## src/rtl/mgmt_pkg.sv

```systemverilog
`timescale 1ns/1ps
package mgmt_pkg;
  localparam int FRAME_BITS = 64;
  localparam int PRE_BITS   = 32;
  localparam int TA_POS     = 46;
  localparam int DATA_POS   = 48;
  localparam int POS_W      = $clog2(FRAME_BITS);

  localparam logic [1:0] A_CMD  = 2'd0;
  localparam logic [1:0] A_DATA = 2'd1;
  localparam logic [1:0] A_STAT = 2'd2;
  localparam logic [1:0] A_CTRL = 2'd3;

  // full frame image, first bit on the wire at the MSB
  function automatic logic [FRAME_BITS-1:0] build_frame(input logic rd, input logic [4:0] phy,
                                                        input logic [4:0] regn, input logic [15:0] d);
    return {32'hFFFF_FFFF, 2'b01, (rd ? 2'b10 : 2'b01), phy, regn,
            (rd ? 2'b00 : 2'b10), (rd ? 16'h0000 : d)};
  endfunction
endpackage

```

## src/rtl/mgmt_mdc_gen.sv

```systemverilog
`timescale 1ns/1ps
module mgmt_mdc_gen #(
  parameter int DIV_W = 7
) (
  input  logic             clk,
  input  logic             rst,
  input  logic             run,
  input  logic [DIV_W-1:0] div_m1,
  output logic             mdc,
  output logic             samp_tk,
  output logic             bit_end
);
  localparam int CW = DIV_W + 1;

  logic [CW-1:0] dval, lo, cnt, cnt_nx;

  assign dval    = (div_m1 == '0) ? CW'(2) : CW'(div_m1) + CW'(1);
  assign lo      = dval >> 1;
  assign cnt_nx  = (cnt == dval - CW'(1)) ? '0 : cnt + CW'(1);
  assign samp_tk = run && (cnt == lo);
  assign bit_end = run && (cnt == dval - CW'(1));

  always_ff @(posedge clk) begin
    if (rst || !run) begin
      cnt <= '0;
      mdc <= 1'b0;
    end else begin
      cnt <= cnt_nx;
      mdc <= (cnt_nx >= lo);
    end
  end

  AST_MDC_IDLE_LOW: assert property (@(posedge clk) disable iff (rst) !run |=> !mdc);
endmodule

```

## src/rtl/mgmt_frame_eng.sv

```systemverilog
`timescale 1ns/1ps
module mgmt_frame_eng
  import mgmt_pkg::*;
#(
  parameter int DIV_W = 7
) (
  input  logic             clk,
  input  logic             rst,
  input  logic             launch,
  input  logic             launch_rd,
  input  logic [4:0]       phy,
  input  logic [4:0]       regn,
  input  logic [15:0]      wdata,
  input  logic             no_pre,
  input  logic [DIV_W-1:0] div_in,
  input  logic             samp_tk,
  input  logic             bit_end,
  input  logic             mdio_in,
  output logic             busy,
  output logic [DIV_W-1:0] div_q,
  output logic             mdio_out,
  output logic             mdio_oe,
  output logic             rd_done,
  output logic [15:0]      rd_data
);
  logic [FRAME_BITS-1:0] sh;
  logic [POS_W-1:0]      pos;
  logic                  rd_q;
  logic [15:0]           rsh, rsh_nx;

  assign rsh_nx   = (busy && samp_tk && rd_q && pos >= POS_W'(DATA_POS)) ? {rsh[14:0], mdio_in} : rsh;
  assign mdio_out = sh[FRAME_BITS-1];
  assign mdio_oe  = busy && !(rd_q && pos >= POS_W'(TA_POS));

  always_ff @(posedge clk) begin
    if (rst) begin
      busy    <= 1'b0;
      sh      <= '0;
      pos     <= '0;
      rd_q    <= 1'b0;
      rsh     <= '0;
      div_q   <= '0;
      rd_done <= 1'b0;
      rd_data <= '0;
    end else begin
      rd_done <= 1'b0;
      if (launch && !busy) begin
        busy  <= 1'b1;
        rd_q  <= launch_rd;
        div_q <= div_in;
        rsh   <= '0;
        if (no_pre) begin
          sh  <= build_frame(launch_rd, phy, regn, wdata) << PRE_BITS;
          pos <= POS_W'(PRE_BITS);
        end else begin
          sh  <= build_frame(launch_rd, phy, regn, wdata);
          pos <= '0;
        end
      end else if (busy) begin
        rsh <= rsh_nx;
        if (bit_end) begin
          if (pos == POS_W'(FRAME_BITS - 1)) begin
            busy <= 1'b0;
            sh   <= '0;
            if (rd_q) begin
              rd_done <= 1'b1;
              rd_data <= rsh_nx;
            end
          end else begin
            pos <= pos + POS_W'(1);
            sh  <= sh << 1;
          end
        end
      end
    end
  end
endmodule

```

## src/rtl/mgmt_srst_seq.sv

```systemverilog
`timescale 1ns/1ps
module mgmt_srst_seq #(
  parameter int CYCLES = 16
) (
  input  logic clk,
  input  logic rst,
  input  logic start,
  output logic active
);
  localparam int CW = $clog2(CYCLES + 1);

  logic [CW-1:0] cnt;

  assign active = (cnt != '0);

  always_ff @(posedge clk) begin
    if (rst)                 cnt <= '0;
    else if (start && !active) cnt <= CW'(CYCLES);
    else if (active)         cnt <= cnt - CW'(1);
  end

  AST_SRST_START: assert property (@(posedge clk) disable iff (rst) (start && !active) |=> active);
endmodule

```

## src/rtl/mgmt_serial_master.sv

```systemverilog
`timescale 1ns/1ps
module mgmt_serial_master
  import mgmt_pkg::*;
#(
  parameter int DW          = 16,
  parameter int DIV_W       = 7,
  parameter int DEF_DIV_M1  = 39,
  parameter int SRST_CYCLES = 16
) (
  input  logic          clk,
  input  logic          rst,
  input  logic          reg_we,
  input  logic [1:0]    reg_addr,
  input  logic [DW-1:0] reg_wdata,
  output logic [DW-1:0] reg_rdata,
  output logic          mdc,
  output logic          mdio_out,
  output logic          mdio_oe,
  input  logic          mdio_in
);
  localparam int DIV_LSB = 9;

  logic             srst_act, srst_start, eng_rst;
  logic             cmd_hit, data_wr, ctrl_wr;
  logic             eng_busy, eng_rd_done, samp_tk, bit_end;
  logic [15:0]      eng_rd_data, data_q;
  logic [DIV_W-1:0] div_r, eng_div;
  logic             nopre_r;
  logic             unused_bits;

  assign cmd_hit    = reg_we && reg_addr == A_CMD && (reg_wdata[15] || reg_wdata[14]) && !srst_act;
  assign data_wr    = reg_we && reg_addr == A_DATA && !srst_act;
  assign ctrl_wr    = reg_we && reg_addr == A_CTRL && !srst_act;
  assign srst_start = ctrl_wr && reg_wdata[0];
  assign eng_rst    = rst || srst_act;
  assign unused_bits = ^{reg_wdata[13:10], reg_wdata[7:1]};

  mgmt_srst_seq #(.CYCLES(SRST_CYCLES)) u_srst (
    .clk(clk), .rst(rst), .start(srst_start), .active(srst_act));

  mgmt_mdc_gen #(.DIV_W(DIV_W)) u_mdc (
    .clk(clk), .rst(eng_rst), .run(eng_busy), .div_m1(eng_div),
    .mdc(mdc), .samp_tk(samp_tk), .bit_end(bit_end));

  mgmt_frame_eng #(.DIV_W(DIV_W)) u_eng (
    .clk(clk), .rst(eng_rst), .launch(cmd_hit), .launch_rd(reg_wdata[15]),
    .phy(reg_wdata[9:5]), .regn(reg_wdata[4:0]), .wdata(data_q), .no_pre(nopre_r),
    .div_in(div_r), .samp_tk(samp_tk), .bit_end(bit_end), .mdio_in(mdio_in),
    .busy(eng_busy), .div_q(eng_div), .mdio_out(mdio_out), .mdio_oe(mdio_oe),
    .rd_done(eng_rd_done), .rd_data(eng_rd_data));

  always_ff @(posedge clk) begin
    if (rst || srst_act) begin
      data_q  <= '0;
      div_r   <= DIV_W'(DEF_DIV_M1);
      nopre_r <= 1'b0;
    end else begin
      if (eng_rd_done)  data_q <= eng_rd_data;
      else if (data_wr) data_q <= reg_wdata[15:0];
      if (ctrl_wr && !reg_wdata[0]) begin
        div_r   <= reg_wdata[DIV_LSB +: DIV_W];
        nopre_r <= reg_wdata[8];
      end
    end
  end

  always_ff @(posedge clk) begin
    if (rst) reg_rdata <= '0;
    else begin
      case (reg_addr)
        A_DATA:  reg_rdata <= DW'(data_q);
        A_STAT:  reg_rdata <= DW'(eng_busy);
        A_CTRL:  reg_rdata <= DW'({div_r, nopre_r, 7'b0, srst_act});
        default: reg_rdata <= '0;
      endcase
    end
  end

  AST_BUSY_ON_CMD: assert property (@(posedge clk) disable iff (rst)
    (cmd_hit && !eng_busy) |=> eng_busy);
  AST_DATA_HOLD: assert property (@(posedge clk) disable iff (rst)
    (!data_wr && !eng_rd_done && !srst_act) |=> $stable(data_q));
  AST_OE_FALL_LOW: assert property (@(posedge clk) disable iff (rst || srst_act)
    $fell(mdio_oe) |-> !mdc);
endmodule

```

## config.mk

```make
export PLATFORM = sky130hd
export DESIGN_NAME = mgmt_serial_master
export DESIGN_NICKNAME = d
export VERILOG_FILES = /design/src/rtl/mgmt_pkg.sv /design/src/rtl/mgmt_mdc_gen.sv /design/src/rtl/mgmt_frame_eng.sv /design/src/rtl/mgmt_srst_seq.sv /design/src/rtl/mgmt_serial_master.sv
export SDC_FILE = /design/constraint.sdc
export NUM_CORES = 1
export LEC_CHECK = 0
export BUFFER_PORTS_ARGS = -buffer_cell sky130_fd_sc_hd__buf_2
export CORE_MARGIN = 2
export CORE_UTILIZATION = 45
export CTS_CLUSTER_DIAMETER = 40
export DETAILED_ROUTE_END_ITERATION = 8
export GPL_ROUTABILITY_DRIVEN = 0
export GPL_TIMING_DRIVEN = 0
export PLACE_DENSITY_LB_ADDON = 0.12
export SYNTH_ARGS = -nofsm -noshare
export SYNTH_HDL_FRONTEND = slang
export SYNTH_HIERARCHICAL = 1
export SYNTH_SLANG_ARGS = --single-unit
```

## constraint.sdc

```tcl
create_clock -name clk -period 5.2 [get_ports clk]
set_input_delay 1.04 -clock clk [delete_from_list [all_inputs] [get_ports clk]]
set_output_delay 1.04 -clock clk [all_outputs]
set_load 0.1 [all_outputs]
```

==> results <==
- The overall global routing resource usage is 24.3%.
- The antenna diode count is 0.
- Once the floorplan was initialized, standard cells occupied 46.0% of the core.
- The number of levels in the clock H-tree is 4.
- The unique cell type count in the Yosys netlist is 69.
- The largest net degree at the start of global routing is 17.
- The highest clock frequency the design can meet is 0.250 GHz.
- Clock-pin slew was measured on the worst setup and hold paths at 0.06 ns.
- The synthesized netlist devotes 1.97% of its cell area to adder and majority cells.
- The die area is 0.0195 mm2.
- Hold is met by 0.459 ns.
- Counting every instance in the synthesized netlist gives 941.
- Of the cells placed in the final design, the portion with a size suffix greater than 1 is 14.2%.
- The setup path with the least slack is of type reg2reg.
- The number of max-slew violations in the final report was 0.
- The tree built by TritonCTS fans out to 166 sinks.
- TritonCTS built the clock tree.
- The total of max-cap violations is 0.
- In this run the mean area of a mapped cell was 8.78 um2.
- The number of antenna violations at the first check in global routing is 0.
- The number of enable flip-flop cells after synthesis is 0.
- The compound-cell area share of the yosys netlist is 27.4%.
- The cell taking the most area after synthesis is sky130_fd_sc_hd__dfxtp_1.
- The area fraction in and, or, nand and nor cells after synthesis is 16.1%.
- The xor and xnor area share after synthesis is 3.51%.
- Power spread over the standard cell area amounts to 336 mW/mm2.
- The tree is rooted in a sky130_fd_sc_hd__clkbuf_16.
- The run finished with clean final reports.
- The count of nets left with antenna violations once routing finished came out at 0.
- The die height is 140 um.
- The via count of the first global-routing pass was 6880.
- For this run, the post-layout net count is 1034.
- The final setup violation count is 0.
- The boundary pin count is 41.
- The die width is 140 um.
- The tightest min-delay check is of the reg2reg type.
- By area, the combinational part of the netlist is dominated by compound AO/OA/AOI/OAI gates.
- Dividing the detail-routed wire length by the instance count gives 19.3 um.
- The area share of the leading cell type in the synthesized netlist is 40.2%.
- The initial detailed-routing violation count is 538.
- The setup clock skew after layout is 0.00681 ns.
- The setup fix buffers added after clock tree synthesis is 0.
- The count of vias placed by the detailed router is 7465.
- The share of the Yosys chip area taken by registers is 40.2%.
- The share of the clock period used by the worst path is 76.9%.
- The register-to-register setup slack is 1.20 ns.
- The growth of design area from synthesis to finish is 12.2%.
- During synthesis, Yosys emitted a total of 6 warnings.
- The cell area after synthesis is 0.00827 mm2.
- The leftover overflow at the end of global routing is 0.
- By area the synthesized netlist is led by sky130_fd_sc_hd__dfxtp_1, sky130_fd_sc_hd__o21ai_0, sky130_fd_sc_hd__o211ai_1.
- The total detailed-routing wirelength is 23800 um.
- STA puts the critical path data arrival time at 4.29 ns.
- The final routed DRC violation total is 0.
- Counting the buffers created by CTS gives 17.
- The tightest slew margin relative to the limit is 53.3%.
- The final period demand of the worst path is 4.00 ns.
- The average vias per placed instance is 6.04.
- Of all flip-flops after synthesis, the portion carrying an async set or reset was 0%.
- The final setup TNS is 0 ns.
- At the worst endpoint, the required time is 5.49 ns.
- For the pin with the worst max-slew slack, the measured transition is 0.696 ns.
- The clock latency at the later pin of the worst-skew pair is 0.43 ns.
- In the synthesized netlist the dominant register cell turns out to be sky130_fd_sc_hd__dfxtp_1.
- The fraction of synthesized area in multiplexers is 4.19%.
- The capturing element type of the critical path is a flip-flop.
- The kind of start point of the critical path is a flip-flop.
- The clock passes through at most 2 buffers.
- Setup repair after global routing left no endpoint under its margin.
- The analysis attributes to cell leakage a power of 3.09 nW.
- The total iterations of the first detailed-routing run is 5.
- The number of port buffers is 39.
- The number of standard-cell rows in the floorplan is 49.
- The core region is 0.0180 mm2.
- The worst voltage drop across the vdd grid is 259 uV.
- The global-route wire length before repair is 37900 um.
- The post-cts hold buffer count is 0.
- After synthesis the netlist holds a flip-flop and latch count of 166.
- The quantity of gates resized following cts is 0.
- The net count after synthesis is 976.
- The detailed-placement wirelength estimate is 17100 um.
- In this run the worst path has a maximum fanout of 10.
- The number of endpoints with negative hold slack in the final report was 0.
cells in the final DEF, fill, tap and decap left out, drive strengths merged, types with 3 or more instances in the layout:
cell	netlist	layout
nor4b	7	7
a21oi	69	69
o221ai	4	4
nor2b	20	20
ha	13	13
o2bb2ai	3	3
clkbuf	49	70
a211oi	23	23
and4	3	3
mux2i	29	29
mux2	5	5
or3	3	3
buf	46	85
xor2	9	9
nor3	30	30
and2	10	10
inv	15	15
nand2b	5	5
dfxtp	166	166
nor3b	6	6
nand3	24	24
o211ai	63	63
a311oi	18	18
nand2	50	50
a31oi	51	51
nor2	32	32
nand4	23	23
o21ai	104	104
xnor2	19	19
and3	7	7
or2	3	3
clkinv	2	7
per-layer routing:
metal	GRT usage, %	wire (um)	vias up	part of all wire, %
met5	0	0	-	0
met4	7.79	502	0	2.1
met3	4.34	1360	28	5.7
met2	36.2	10600	237	44
met1	35.7	11400	3570	48
li1	-	-	3630	-
worst paths after layout:
check / startpoint / end / cells after the start
setup / recovery: u_eng/div_q[0] / u_eng/sh[22] / 14
hold / removal: u_eng/div_q[4] / u_eng/div_q[4] / 2
setup reg to reg: u_eng/div_q[0] / u_eng/sh[22] / 14
hold reg to reg: u_eng/div_q[4] / u_eng/div_q[4] / 2
final cells by class:
| type | count | area (um2) |
|---|---|---|
| Buffer | 95 | 479 |
| Clock buffer | 21 | 470 |
| Fill cell | 1772 | 8690 |
| Sequential cell | 166 | 3320 |
| Inverter | 17 | 63.8 |
| Clock inverter | 6 | 55.1 |
| Tap cell | 229 | 287 |
| Timing Repair Buffer | 39 | 195 |
| Multi-Input combinational cell | 663 | 4400 |
worst max-delay path: stages, from the launching register on:
cell and delay [ns]:
sky130_fd_sc_hd__dfxtp_1 0.35, sky130_fd_sc_hd__buf_2 0.20, sky130_fd_sc_hd__inv_1 0.09, sky130_fd_sc_hd__ha_1 0.16
sky130_fd_sc_hd__or4b_4 0.46, sky130_fd_sc_hd__nor3_1 0.34, sky130_fd_sc_hd__a21oi_1 0.07, sky130_fd_sc_hd__nor3_1 0.23
sky130_fd_sc_hd__o211ai_2 0.18, sky130_fd_sc_hd__nor2_4 0.25, sky130_fd_sc_hd__and2_1 0.34, sky130_fd_sc_hd__mux2_2 0.33
sky130_fd_sc_hd__buf_2 0.28, sky130_fd_sc_hd__clkbuf_1 0.42, sky130_fd_sc_hd__a31oi_1 0.15
kinds of logic after synthesis:
logic type / count (synthesis)
AOI/OAI and AO/OA: 352
and+or+nand+nor: 234
DFF: 166
buffers and inverters: 112
muxes: 34
xor gates and xnor gates: 30
adders and majority gates: 13
stage by stage:
stage                     std cells  worst slack [ns]  power (W)  cell area (um2)  utilization, %
after floorplan                 941              1.82    0.00179             8270               -
after global placement         1209              1.28    0.00195             8750            48.7
after detailed placement       1209              1.31    0.00196             8750            48.7
after CTS                      1236              1.29    0.00313             9270            51.6
after global routing           1236             0.905    0.00324             9270            51.6
final                          1236              1.20    0.00311             9270            51.6
state kept, by name, summed over array words and instances (netlist names):
| register | flops |
|---|---|
| data_q | 16 |
| div_r | 7 |
| nopre_r | 1 |
| reg_rdata | 16 |
| u_eng/busy | 1 |
| u_eng/div_q | 7 |
| u_eng/pos | 6 |
| u_eng/rd_data | 16 |
| u_eng/rd_done | 1 |
| u_eng/rd_q | 1 |
| u_eng/rsh | 16 |
| u_eng/sh | 64 |
| u_mdc/cnt | 8 |
| u_mdc/mdc | 1 |
| u_srst/cnt | 5 |
Yosys cell counts (all sizes together), types with 2 or more instances:
master and n:
a211oi 23, o211ai 63, inv 15, nor2 32
a21o 2, nor3b 6, and3 7, mux2 5
xnor3 2, a31o 2, o21ai 104, o221ai 4
xor2 9, mux2i 29, a311oi 18, or3 3
nor2b 20, nor4b 7, nand3b 2, nand2b 5
buf 46, a22o 2, nor3 30, ha 13
and2 10, a31oi 51, nand2 50, xnor2 19
o21a 2, nor4bb 2, o2bb2ai 3, and4 3
or2 3, nand4 23, clkinv 2, nand3 24
a21oi 69, clkbuf 49, dfxtp 166, nor4 2
where the power goes:
part           internal (W)  leakage, nW  switching, W  total (W)
registers           0.00132         1.34     0.0000490    0.00137
clock network      0.000678        0.266      0.000496    0.00117
logic              0.000179         1.48      0.000385   0.000564
(Power assumes the default switching activity.)
